$ cat src/rtl/reljmp_pkg.sv
// Shared encodings for the relative jump resolver.
// Assumes: displacement is at most four bytes; size codes as below.
package reljmp_pkg;
    localparam int MAXD = 4;                 // widest displacement in bytes
    localparam int IW   = $clog2(MAXD);      // byte index width

    localparam logic [1:0] SZ16 = 2'd0;
    localparam logic [1:0] SZ32 = 2'd1;
    localparam logic [1:0] SZ64 = 2'd2;

    // positions within the flags vector
    localparam int FL_CF = 0;
    localparam int FL_PF = 1;
    localparam int FL_ZF = 2;
    localparam int FL_SF = 3;
    localparam int FL_OF = 4;

    typedef enum logic [1:0] {K_NONE, K_JCC, K_JCXZ, K_JMP} jkind_e;
    typedef enum logic [1:0] {ST_OP, ST_ESC, ST_DISP} dstate_e;
endpackage

$ cat src/rtl/reljmp_cond.sv
// Evaluates a four-bit condition code against the flags vector.
// Assumes: code bits [3:1] choose the test, bit 0 inverts it.
module reljmp_cond
    import reljmp_pkg::*;
(
    input  logic [3:0] cc,
    input  logic [4:0] fl,
    output logic       hit
);
    logic base;
    logic lt;

    // pick the base test, then apply the inversion bit
    always_comb begin
        lt = fl[FL_SF] ^ fl[FL_OF];
        case (cc[3:1])
            3'd0:    base = fl[FL_OF];
            3'd1:    base = fl[FL_CF];
            3'd2:    base = fl[FL_ZF];
            3'd3:    base = fl[FL_CF] | fl[FL_ZF];
            3'd4:    base = fl[FL_SF];
            3'd5:    base = fl[FL_PF];
            3'd6:    base = lt;
            default: base = fl[FL_ZF] | lt;
        endcase
        hit = base ^ cc[0];
    end
endmodule

$ cat src/rtl/reljmp_fsm.sv
// Byte-serial decoder: recognises the opcode, collects the displacement
// lowest byte first and flags the beat that completes the instruction.
// Assumes: long_mode and opsz_in are stable across one instruction.
module reljmp_fsm
    import reljmp_pkg::*;
#(
    parameter int AW = 64
) (
    input  logic          clk,
    input  logic          rst_n,
    input  logic          byte_vld,
    input  logic [7:0]    byte_in,
    input  logic          long_mode,
    input  logic [1:0]    opsz_in,
    output logic          fin,
    output jkind_e        kind,
    output logic [3:0]    cc,
    output logic [AW-1:0] disp_x,
    output logic [3:0]    len,
    output logic          bad_unsup,
    output logic          bad_undef
);
    localparam int DW = 8 * MAXD;

    dstate_e       state_q, state_d;
    jkind_e        kind_q, kind_d;
    logic [3:0]    cc_q, cc_d;
    logic [IW:0]   dlen_q, dlen_d;
    logic [IW-1:0] idx_q, idx_d;
    logic [DW-1:0] disp_q, disp_d, dbytes;
    logic [3:0]    cnt_q;
    logic [IW:0]   wide_len;

    // displacement length of the wide forms under the current sizes
    always_comb begin
        wide_len = (!long_mode && opsz_in == SZ16) ? (IW+1)'(2) : (IW+1)'(MAXD);
    end

    // next-state decode for one valid beat
    always_comb begin
        state_d   = state_q;
        kind_d    = kind_q;
        cc_d      = cc_q;
        dlen_d    = dlen_q;
        idx_d     = idx_q;
        disp_d    = disp_q;
        dbytes    = disp_q;
        fin       = 1'b0;
        bad_unsup = 1'b0;
        bad_undef = 1'b0;
        if (byte_vld) begin
            case (state_q)
                ST_OP: begin
                    idx_d  = '0;
                    disp_d = '0;
                    if (byte_in[7:4] == 4'h7) begin
                        kind_d  = K_JCC;
                        cc_d    = byte_in[3:0];
                        dlen_d  = (IW+1)'(1);
                        state_d = ST_DISP;
                    end else if (byte_in == 8'h0F) begin
                        state_d = ST_ESC;
                    end else if (byte_in == 8'hE3) begin
                        kind_d  = K_JCXZ;
                        dlen_d  = (IW+1)'(1);
                        state_d = ST_DISP;
                    end else if (byte_in == 8'hEB) begin
                        kind_d  = K_JMP;
                        dlen_d  = (IW+1)'(1);
                        state_d = ST_DISP;
                    end else if (byte_in == 8'hE9) begin
                        kind_d  = K_JMP;
                        dlen_d  = wide_len;
                        state_d = ST_DISP;
                    end else if (byte_in == 8'hEA && long_mode) begin
                        fin       = 1'b1;
                        bad_undef = 1'b1;
                    end else begin
                        fin       = 1'b1;
                        bad_unsup = 1'b1;
                    end
                end
                ST_ESC: begin
                    if (byte_in[7:4] == 4'h8) begin
                        kind_d  = K_JCC;
                        cc_d    = byte_in[3:0];
                        dlen_d  = wide_len;
                        state_d = ST_DISP;
                    end else begin
                        fin       = 1'b1;
                        bad_unsup = 1'b1;
                        state_d   = ST_OP;
                    end
                end
                default: begin
                    dbytes[8*idx_q +: 8] = byte_in;
                    disp_d = dbytes;
                    idx_d  = idx_q + IW'(1);
                    if ((IW+1)'(idx_q) + (IW+1)'(1) == dlen_d) begin
                        fin     = 1'b1;
                        state_d = ST_OP;
                    end
                end
            endcase
        end
    end

    // sign-extend the gathered displacement by its length
    always_comb begin
        case (dlen_q)
            (IW+1)'(1): disp_x = {{(AW-8){dbytes[7]}}, dbytes[7:0]};
            (IW+1)'(2): disp_x = {{(AW-16){dbytes[15]}}, dbytes[15:0]};
            default:    disp_x = {{(AW-DW){dbytes[DW-1]}}, dbytes};
        endcase
    end

    assign kind = kind_q;
    assign cc   = cc_q;
    assign len  = cnt_q + 4'd1;

    // decoder state registers
    always_ff @(posedge clk) begin
        if (!rst_n) begin
            state_q <= ST_OP;
            kind_q  <= K_NONE;
            cc_q    <= '0;
            dlen_q  <= '0;
            idx_q   <= '0;
            disp_q  <= '0;
            cnt_q   <= '0;
        end else begin
            state_q <= state_d;
            kind_q  <= kind_d;
            cc_q    <= cc_d;
            dlen_q  <= dlen_d;
            idx_q   <= idx_d;
            disp_q  <= disp_d;
            if (byte_vld) cnt_q <= fin ? 4'd0 : cnt_q + 4'd1;
        end
    end
endmodule

$ cat src/rtl/reljmp_target.sv
// Forms the next fetch address and cuts it to the operand width.
// Assumes: AW is at least 32; osz already reflects long mode.
module reljmp_target
    import reljmp_pkg::*;
#(
    parameter int AW = 64
) (
    input  logic [AW-1:0] base,
    input  logic [3:0]    len,
    input  logic [AW-1:0] disp,
    input  logic          take,
    input  logic [1:0]    osz,
    output logic [AW-1:0] dest
);
    logic [AW-1:0] seq;
    logic [AW-1:0] raw;

    // sequential address, optional displacement, then truncation
    always_comb begin
        seq = base + AW'(len);
        raw = take ? seq + disp : seq;
        case (osz)
            SZ16:    dest = {{(AW-16){1'b0}}, raw[15:0]};
            SZ32:    dest = {{(AW-32){1'b0}}, raw[31:0]};
            default: dest = raw;
        endcase
    end
endmodule

$ cat src/rtl/reljmp_resolver.sv
// Top: byte-serial decode and resolution of relative jumps.
// Assumes: address, flags, count and size inputs are held from an
// instruction's first byte to its done pulse.
module reljmp_resolver
    import reljmp_pkg::*;
#(
    parameter int AW = 64
) (
    input  logic          clk,
    input  logic          rst_n,
    input  logic          byte_vld,
    input  logic [7:0]    byte_in,
    input  logic [AW-1:0] start_addr,
    input  logic [4:0]    flags_in,
    input  logic [AW-1:0] count_in,
    input  logic          long_mode,
    input  logic [1:0]    opsz_in,
    input  logic [1:0]    adsz_in,
    output logic          done,
    output logic          taken,
    output logic [AW-1:0] next_addr,
    output logic [3:0]    ins_len,
    output logic          unsup,
    output logic          undef_op
);
    logic          fin, bad_unsup, bad_undef, hit, cnt_zero, take_c;
    jkind_e        kind;
    logic [3:0]    cc, len;
    logic [AW-1:0] disp_x, dest;
    logic [1:0]    osz_eff;

    reljmp_fsm #(.AW(AW)) u_fsm (
        .clk(clk), .rst_n(rst_n), .byte_vld(byte_vld), .byte_in(byte_in),
        .long_mode(long_mode), .opsz_in(opsz_in), .fin(fin), .kind(kind),
        .cc(cc), .disp_x(disp_x), .len(len), .bad_unsup(bad_unsup),
        .bad_undef(bad_undef)
    );

    reljmp_cond u_cond (.cc(cc), .fl(flags_in), .hit(hit));

    // effective operand size and count-zero test at the address width
    always_comb begin
        osz_eff = long_mode ? SZ64 : ((opsz_in == SZ16) ? SZ16 : SZ32);
        case (adsz_in)
            SZ16:    cnt_zero = (count_in[15:0] == '0);
            SZ32:    cnt_zero = (count_in[31:0] == '0);
            default: cnt_zero = (count_in == '0);
        endcase
        case (kind)
            K_JCC:   take_c = hit;
            K_JCXZ:  take_c = cnt_zero;
            K_JMP:   take_c = 1'b1;
            default: take_c = 1'b0;
        endcase
        if (bad_unsup || bad_undef) take_c = 1'b0;
    end

    reljmp_target #(.AW(AW)) u_tgt (
        .base(start_addr), .len(len), .disp(disp_x), .take(take_c),
        .osz(osz_eff), .dest(dest)
    );

    // result registers: pulse done, hold results between completions
    always_ff @(posedge clk) begin
        if (!rst_n) begin
            done      <= 1'b0;
            taken     <= 1'b0;
            next_addr <= '0;
            ins_len   <= '0;
            unsup     <= 1'b0;
            undef_op  <= 1'b0;
        end else begin
            done <= fin;
            if (fin) begin
                taken     <= take_c;
                next_addr <= dest;
                ins_len   <= len;
                unsup     <= bad_unsup;
                undef_op  <= bad_undef;
            end
        end
    end
endmodule

$ cat config.mk
export PLATFORM = sky130hd
export DESIGN_NAME = reljmp_resolver
export DESIGN_NICKNAME = d
export VERILOG_FILES = /design/src/rtl/reljmp_pkg.sv /design/src/rtl/reljmp_cond.sv /design/src/rtl/reljmp_fsm.sv /design/src/rtl/reljmp_target.sv /design/src/rtl/reljmp_resolver.sv
export SDC_FILE = /design/constraint.sdc
export NUM_CORES = 1
export LEC_CHECK = 0
export CAP_MARGIN = 25
export CORE_UTILIZATION = 26
export CTS_CLUSTER_DIAMETER = 200
export DETAILED_ROUTE_END_ITERATION = 8
export MAX_ROUTING_LAYER = met4
export PLACE_DENSITY = 0.48
export SYNTH_ARGS = -nofsm -noshare
export SYNTH_HDL_FRONTEND = slang
export SYNTH_SLANG_ARGS = --single-unit
$ cat constraint.sdc
create_clock -name clk -period 7.8 [get_ports clk]
set_input_delay 1.17 -clock clk [delete_from_list [all_inputs] [get_ports clk]]
set_output_delay 1.17 -clock clk [all_outputs]
set_load 0.01 [all_outputs]
# Word level (Yosys, flattened, before mapping)
# Cells that the tools add are included.
[totals]
in_bits = 149
wordCells = 138
output_inout_bits = 72
reg_bits = 121
[classes]
addsub = 6
n_shift = 2
n_reduce_logical = 19
eq_ne = 27
bitwise_logic = 5
muxes = 66
[ops]
columns = ["cell", "n"]
rows = [
  ["one-hot mux 64 bit (2 select lines)", 2],
  ["adder 64 x 4 -> 64 bit", 1],
  ["adder 64 bit", 1],
  ["zero test 64 bit", 1],
  ["2-to-1 mux 32 bit", 2],
  ["2-to-1 mux 64 bit", 1],
  ["one-hot mux 32 bit (2 select lines)", 1],
  ["negator 5 -> 34 bit", 1],
  ["variable shift 8 x 34 -> 32 bit (first input constant)", 1],
  ["indexed part select 8 x 34 -> 32 bit", 1],
  ["bitwise mux 32 bit", 1],
  ["equality test 8 bit (second input constant)", 4],
  ["zero test 32 bit", 1],
  ["2-to-1 mux 2 bit", 14],
  ["2-to-1 mux 1 bit", 25],
  ["2-to-1 mux 3 bit", 7],
  ["zero test 16 bit", 1],
  ["2-to-1 mux 4 bit", 3],
  ["one-hot mux 2 bit (2 select lines)", 3],
  ["equality test 3 x 2 -> 1 bit (second input constant)", 3],
  ["equality test 3 bit (second input constant)", 3],
  ["equality test 2 x 1 -> 1 bit (second input constant)", 4],
  ["equality test 8 x 4 -> 1 bit (second input constant)", 1],
  ["zero test 2 bit", 4],
  ["other kinds (31)", 39],
]

# Logic depth before layout (Yosys ltp)
[logic_depth]
ltp_word = 14
depth_mapped = 23
depth_no_buf = 21

# By module
# Synthesis repeated with hierarchy kept, for this count alone.
[unflattened]
hier_cells = 1543
hier_area_um2 = 11906.4
[modules_own_cells]
columns = ["module", "cells_each", "area_each_um2", "n_inst", "seq_area_each_um2"]
rows = [
  ["reljmp_target", 896, 5775.5, 1, 0.0],
  ["reljmp_fsm", 374, 3193.1, 1, 980.9],
  ["reljmp_resolver", 261, 2856.5, 1, 1441.4],
  ["reljmp_cond", 12, 81.3, 1, 0.0],
]

# Worst setup path before layout
# OpenSTA, ideal clock, no wires.
[synth_path]
kind = "input-to-reg"
from = "in byte_vld"
to = "reg next_addr[63]"
n_path_buf = 1
setup_ns = 0.062
required_time_ns = 7.738
stages = 19
t_arrival_ns = 5.895
path_slack_ns = 1.843
cell_sequence = "and2_1 -> nand2_2 -> nor3_2 -> a22o_1 -> o22a_1 -> nor2_4 -> nor2_1 -> ha_1 -> clkbuf_1 -> a21oi_1 -> o22ai_1 -> a2111oi_2 -> o21ai_1 -> a22o_1 -> a22oi_1 -> a31oi_1 -> or3_1 -> a311o_1 -> nand3_1"
[synth_via]
elab_chain_len = 5
elab_cells_between_ends = 10
classes_between = "1 x add/sub; 8 x mux; 1 x reduce/logical"
[synth_lines]
columns = ["item", "line_no", "rtl"]
rows = [
  ["start: declaration", "reljmp_resolver.sv:11", "input logic byte_vld,"],
  ["2-to-1 mux 32 bit / 2-to-1 mux 1 bit (equally long branches)", "reljmp_fsm.sv:51", "if (byte_vld) begin"],
  ["one-hot mux 64 bit (2 select lines) / logical OR 1 bit (equally long branches)", "reljmp_fsm.sv:110, reljmp_resolver.sv:55", ""],
  ["adder 64 bit / 2-to-1 mux 1 bit (equally long branches)", "reljmp_target.sv:21, reljmp_resolver.sv:55", ""],
  ["2-to-1 mux 64 bit", "reljmp_target.sv:21", "raw = take ? seq + disp : seq;"],
  ["one-hot mux 64 bit (2 select lines)", "reljmp_target.sv:22", "case (osz)"],
  ["end signal: assignment", "reljmp_resolver.sv:76", "next_addr <= dest;"],
  ["end: declaration", "reljmp_resolver.sv:21", "output logic [AW-1:0] next_addr,"],
]
# Several ways; a longest one is shown, not always the timed one.
# A chain may end at the register's enable or synchronous reset.

# Final worst setup path
[layout_path]
from = "in byte_vld"
to = "reg next_addr[57]"
# Same word-level chain as after synthesis.

==> out/metrics.cfg <==
[cts]
postCtsHoldBufs=0
cts_tree=done
path_clk_slew_ps=70
postCtsSetupRepairBufs=0
numCtsBuffers=17
insertion_delay_ps=450
htreeDepth=4
post_cts_resized=0
cts_sinks=121
cts_buffer_depth=2
root_buffer=clkbuf_16

[run_status]
outcome=completed

[grt]
grt_antenna_before_repair=3
grt_pass1_wl_um=64210
grt_max_degree=66
grt_pass1_vias=11020
gr-total-overflow=0
grt_use_total_pct=19.62

[yosys]
synthCells=1479
yosysMostFrequentCell=nand2_1
synth.avg_cell_area_um2=7.451
synth_edf_count=0
async_reset_ff_share_pct=0
synth_area_leaders=dfxtp_1 (22%), ha_1 (8.5%), xnor2_1 (6.4%)
synth_top_area_share_pct=21.98
yosysWarnings=0
yosysTopAreaCell=dfxtp_1
syn_nets=1705
synthFlopType=dfxtp_1
ys_ff_latch=121
yosysSeqAreaShare_pct=21.98
synth_common_cells=nand2_1 (155), a21oi_1 (137), dfxtp_1 (121)
synth_cell_types=81
netlist_area_um2=11020

[die]
rows=75
pin_count=221
die-area_um2=43210
die_width_um=207.9
die_y_um=207.9
core_area_um2=41850
initial_core_util_pct=26.33

[layout]
layout-drive-gt1-share_pct=4.104
syn2layout_area_growth_pct=29.09
nets=1872
fillers=4485
finalNonFillerCells=2199

[setup_path]
cp_slowest_cell=clkdlybuf4s50_1
path_class=input pin to flop
worstPathArrival_ps=6510
cp-end-kind=flop
rrSetupSlack_ps=2070
cp.required_ps=8110
critPathMaxFanout=34
cp-start-kind=input pin
crit_chain=clkdlybuf4s50_1, and2_1, nand2_2, nor3_2, buf_4, a22o_1, o22a_1, nor2_4, nor2_2, buf_4, ha_1, nand4_1, o22ai_1, a2111oi_2, o21ai_1, a22o_1, a31oi_1, o21ai_1, a31oi_1, xor2_1, o21ai_1
rr_worst_depth=21
rr_endpoint=next_addr[57]
r2r_start=u_fsm.idx_q[0]
worst_path_most_repeated_cell=o21ai_1
worst_path_largest_cell_delay_ps=880

[timing]
setup_viol=0
rsz0062_at_grt=no
hold_viol_final=0
timing.slew.headroom_pct=35.28
setup_tns_ps=0
timing.fmax_mhz=161.4
finalClockSkew_ps=15.40
period_share_pct=79.46
period_minus_slack_ps=6198
drv_slew=0
tightestPinTransition_ps=968.5

[routing]
first_iter_violations=708
routed.top_layer=met4
wl_per_cell_um=18.91
drc=0
wl_met3_um=1972
wl_met1_um=20790
routed_wl_um=41590
postRouteAntennaNets=0
wl_met2_um=18000
drt_first_pass_iters=5
num_vias=11480
avgViaCountPerCell=5.221

[flow_run]
drv_cap=0

[placement]
portBuffers=220
dp_cells=2166
dp_hpwl_um=32120
gp_congestion=0.8842

[power_and_ir_drop]
power_density_nw_per_um2=130.1
peakVddDrop_v=0.0001372
leakagePower_uw=0.005417

[min_path]
hp-start=next_addr[45]
min_path_cells=2
hold_path_class=flop to flop
min_to=next_addr[45]

-- stage by stage --
stage	setup WS, ps	hold slack, ps	util (%)	area, um^2	power (uW)
2_1_floorplan	1843	467.2	-	11020	884.7
3_3_place_gp	1225	446.9	32.67	13670	1096
3_5_place_dp	1139	446.1	32.67	13670	1096
4_1_cts	1625	465.9	33.97	14220	1873
5_1_grt	1121	477.4	33.99	14230	1939
6_report	1602	458.7	33.99	14230	1851
-- critical path: cells and delay by family --
kind            cells  cell delay (ps)
xor+xnor            1              170
buf+inv             3             1520
simple gates        6             1070
fa+ha+maj           1              410
compound gates     10             2120
-- placed cells by master, fill, tap and decap left out, types with 13 or more instances in the layout --
| master | n |
|---|---|
| clkdlybuf4s50_1 | 219 |
| nand2_1 | 155 |
| a21oi_1 | 137 |
| dfxtp_1 | 121 |
| nor2_1 | 98 |
| o21ai_0 | 97 |
| xnor2_1 | 80 |
| nor2b_1 | 77 |
| ha_1 | 75 |
| xor2_1 | 42 |
| nand3_1 | 41 |
| nand4_1 | 36 |
| a22oi_1 | 32 |
| inv_1 | 31 |
| a21o_1 | 30 |
| a211oi_1 | 24 |
| and3_1 | 21 |
| and2_1 | 20 |
| nor4_1 | 20 |
| a22o_1 | 19 |
| mux2i_1 | 19 |
| o21bai_1 | 18 |
| o21ai_1 | 17 |
| clkbuf_16 | 17 |
| nor3_1 | 16 |
| a21boi_0 | 14 |
| buf_4 | 14 |
| o211ai_1 | 13 |
| a31oi_1 | 13 |
-- worst max path at each step --
| stage | start | to | slack (ps) | depth (start not counted) |
|---|---|---|---|---|
| after floorplan | byte_vld | next_addr[63] | 1840 | 19 |
| after global placement | byte_vld | next_addr[57] | 1220 | 21 |
| after detailed placement | byte_vld | next_addr[57] | 1140 | 21 |
| after CTS | byte_vld | next_addr[57] | 1620 | 21 |
| after global routing | byte_vld | next_addr[57] | 1120 | 21 |
| final | byte_vld | next_addr[57] | 1600 | 21 |
-- per-layer routing --
metal,global-route usage [%],vias to the layer above
met5,-,-
met4,5.926,0
met3,3.298,44
met2,29.18,317
met1,26.95,5407
li1,-,5712
-- state kept, by name, summed over array words and instances (netlist names) --
signal	cells
next_addr	64
u_fsm.disp_q	32
ins_len	4
u_fsm.cc	4
u_fsm.cnt_q	4
u_fsm.dlen_q	3
u_fsm.idx_q	2
u_fsm.kind	2
u_fsm.state_q	2
done	1
taken	1
undef_op	1
unsup	1
-- logic make-up after synthesis --
kind of cell / Yosys count / share of synthesized area (%)
AND/OR/NAND/NOR: 544 / 25.35
AO/OA/AOI/OAI: 479 / 28.20
XOR/XNOR: 122 / 9.696
flip-flops: 121 / 21.98
buffers and inverters: 117 / 4.167
adder cells (fa/ha/maj): 77 / 8.878
multiplexers: 19 / 1.726
-- final cells by class --
cell class              count  area [um^2]  share of cell area (%)
multi-input cells        1241         8159                   57.35
flip-flops and latches    121         2422                   17.03
repair buffers            234         2302                   16.18
well taps                 539        674.4                   4.741
clock buffers              19        442.9                   3.113
inverters                  31        116.4                  0.8179
clock inverters            11        101.3                  0.7124
diodes                      3        7.507                 0.05277
-- report_power, final --
group	switching [uW]	total [uW]	internal [uW]
sequential	18.7	663	644
combinational	220	420	199
clock	327	769	442
No activity file was read; power rests on OpenSTA's default activity.
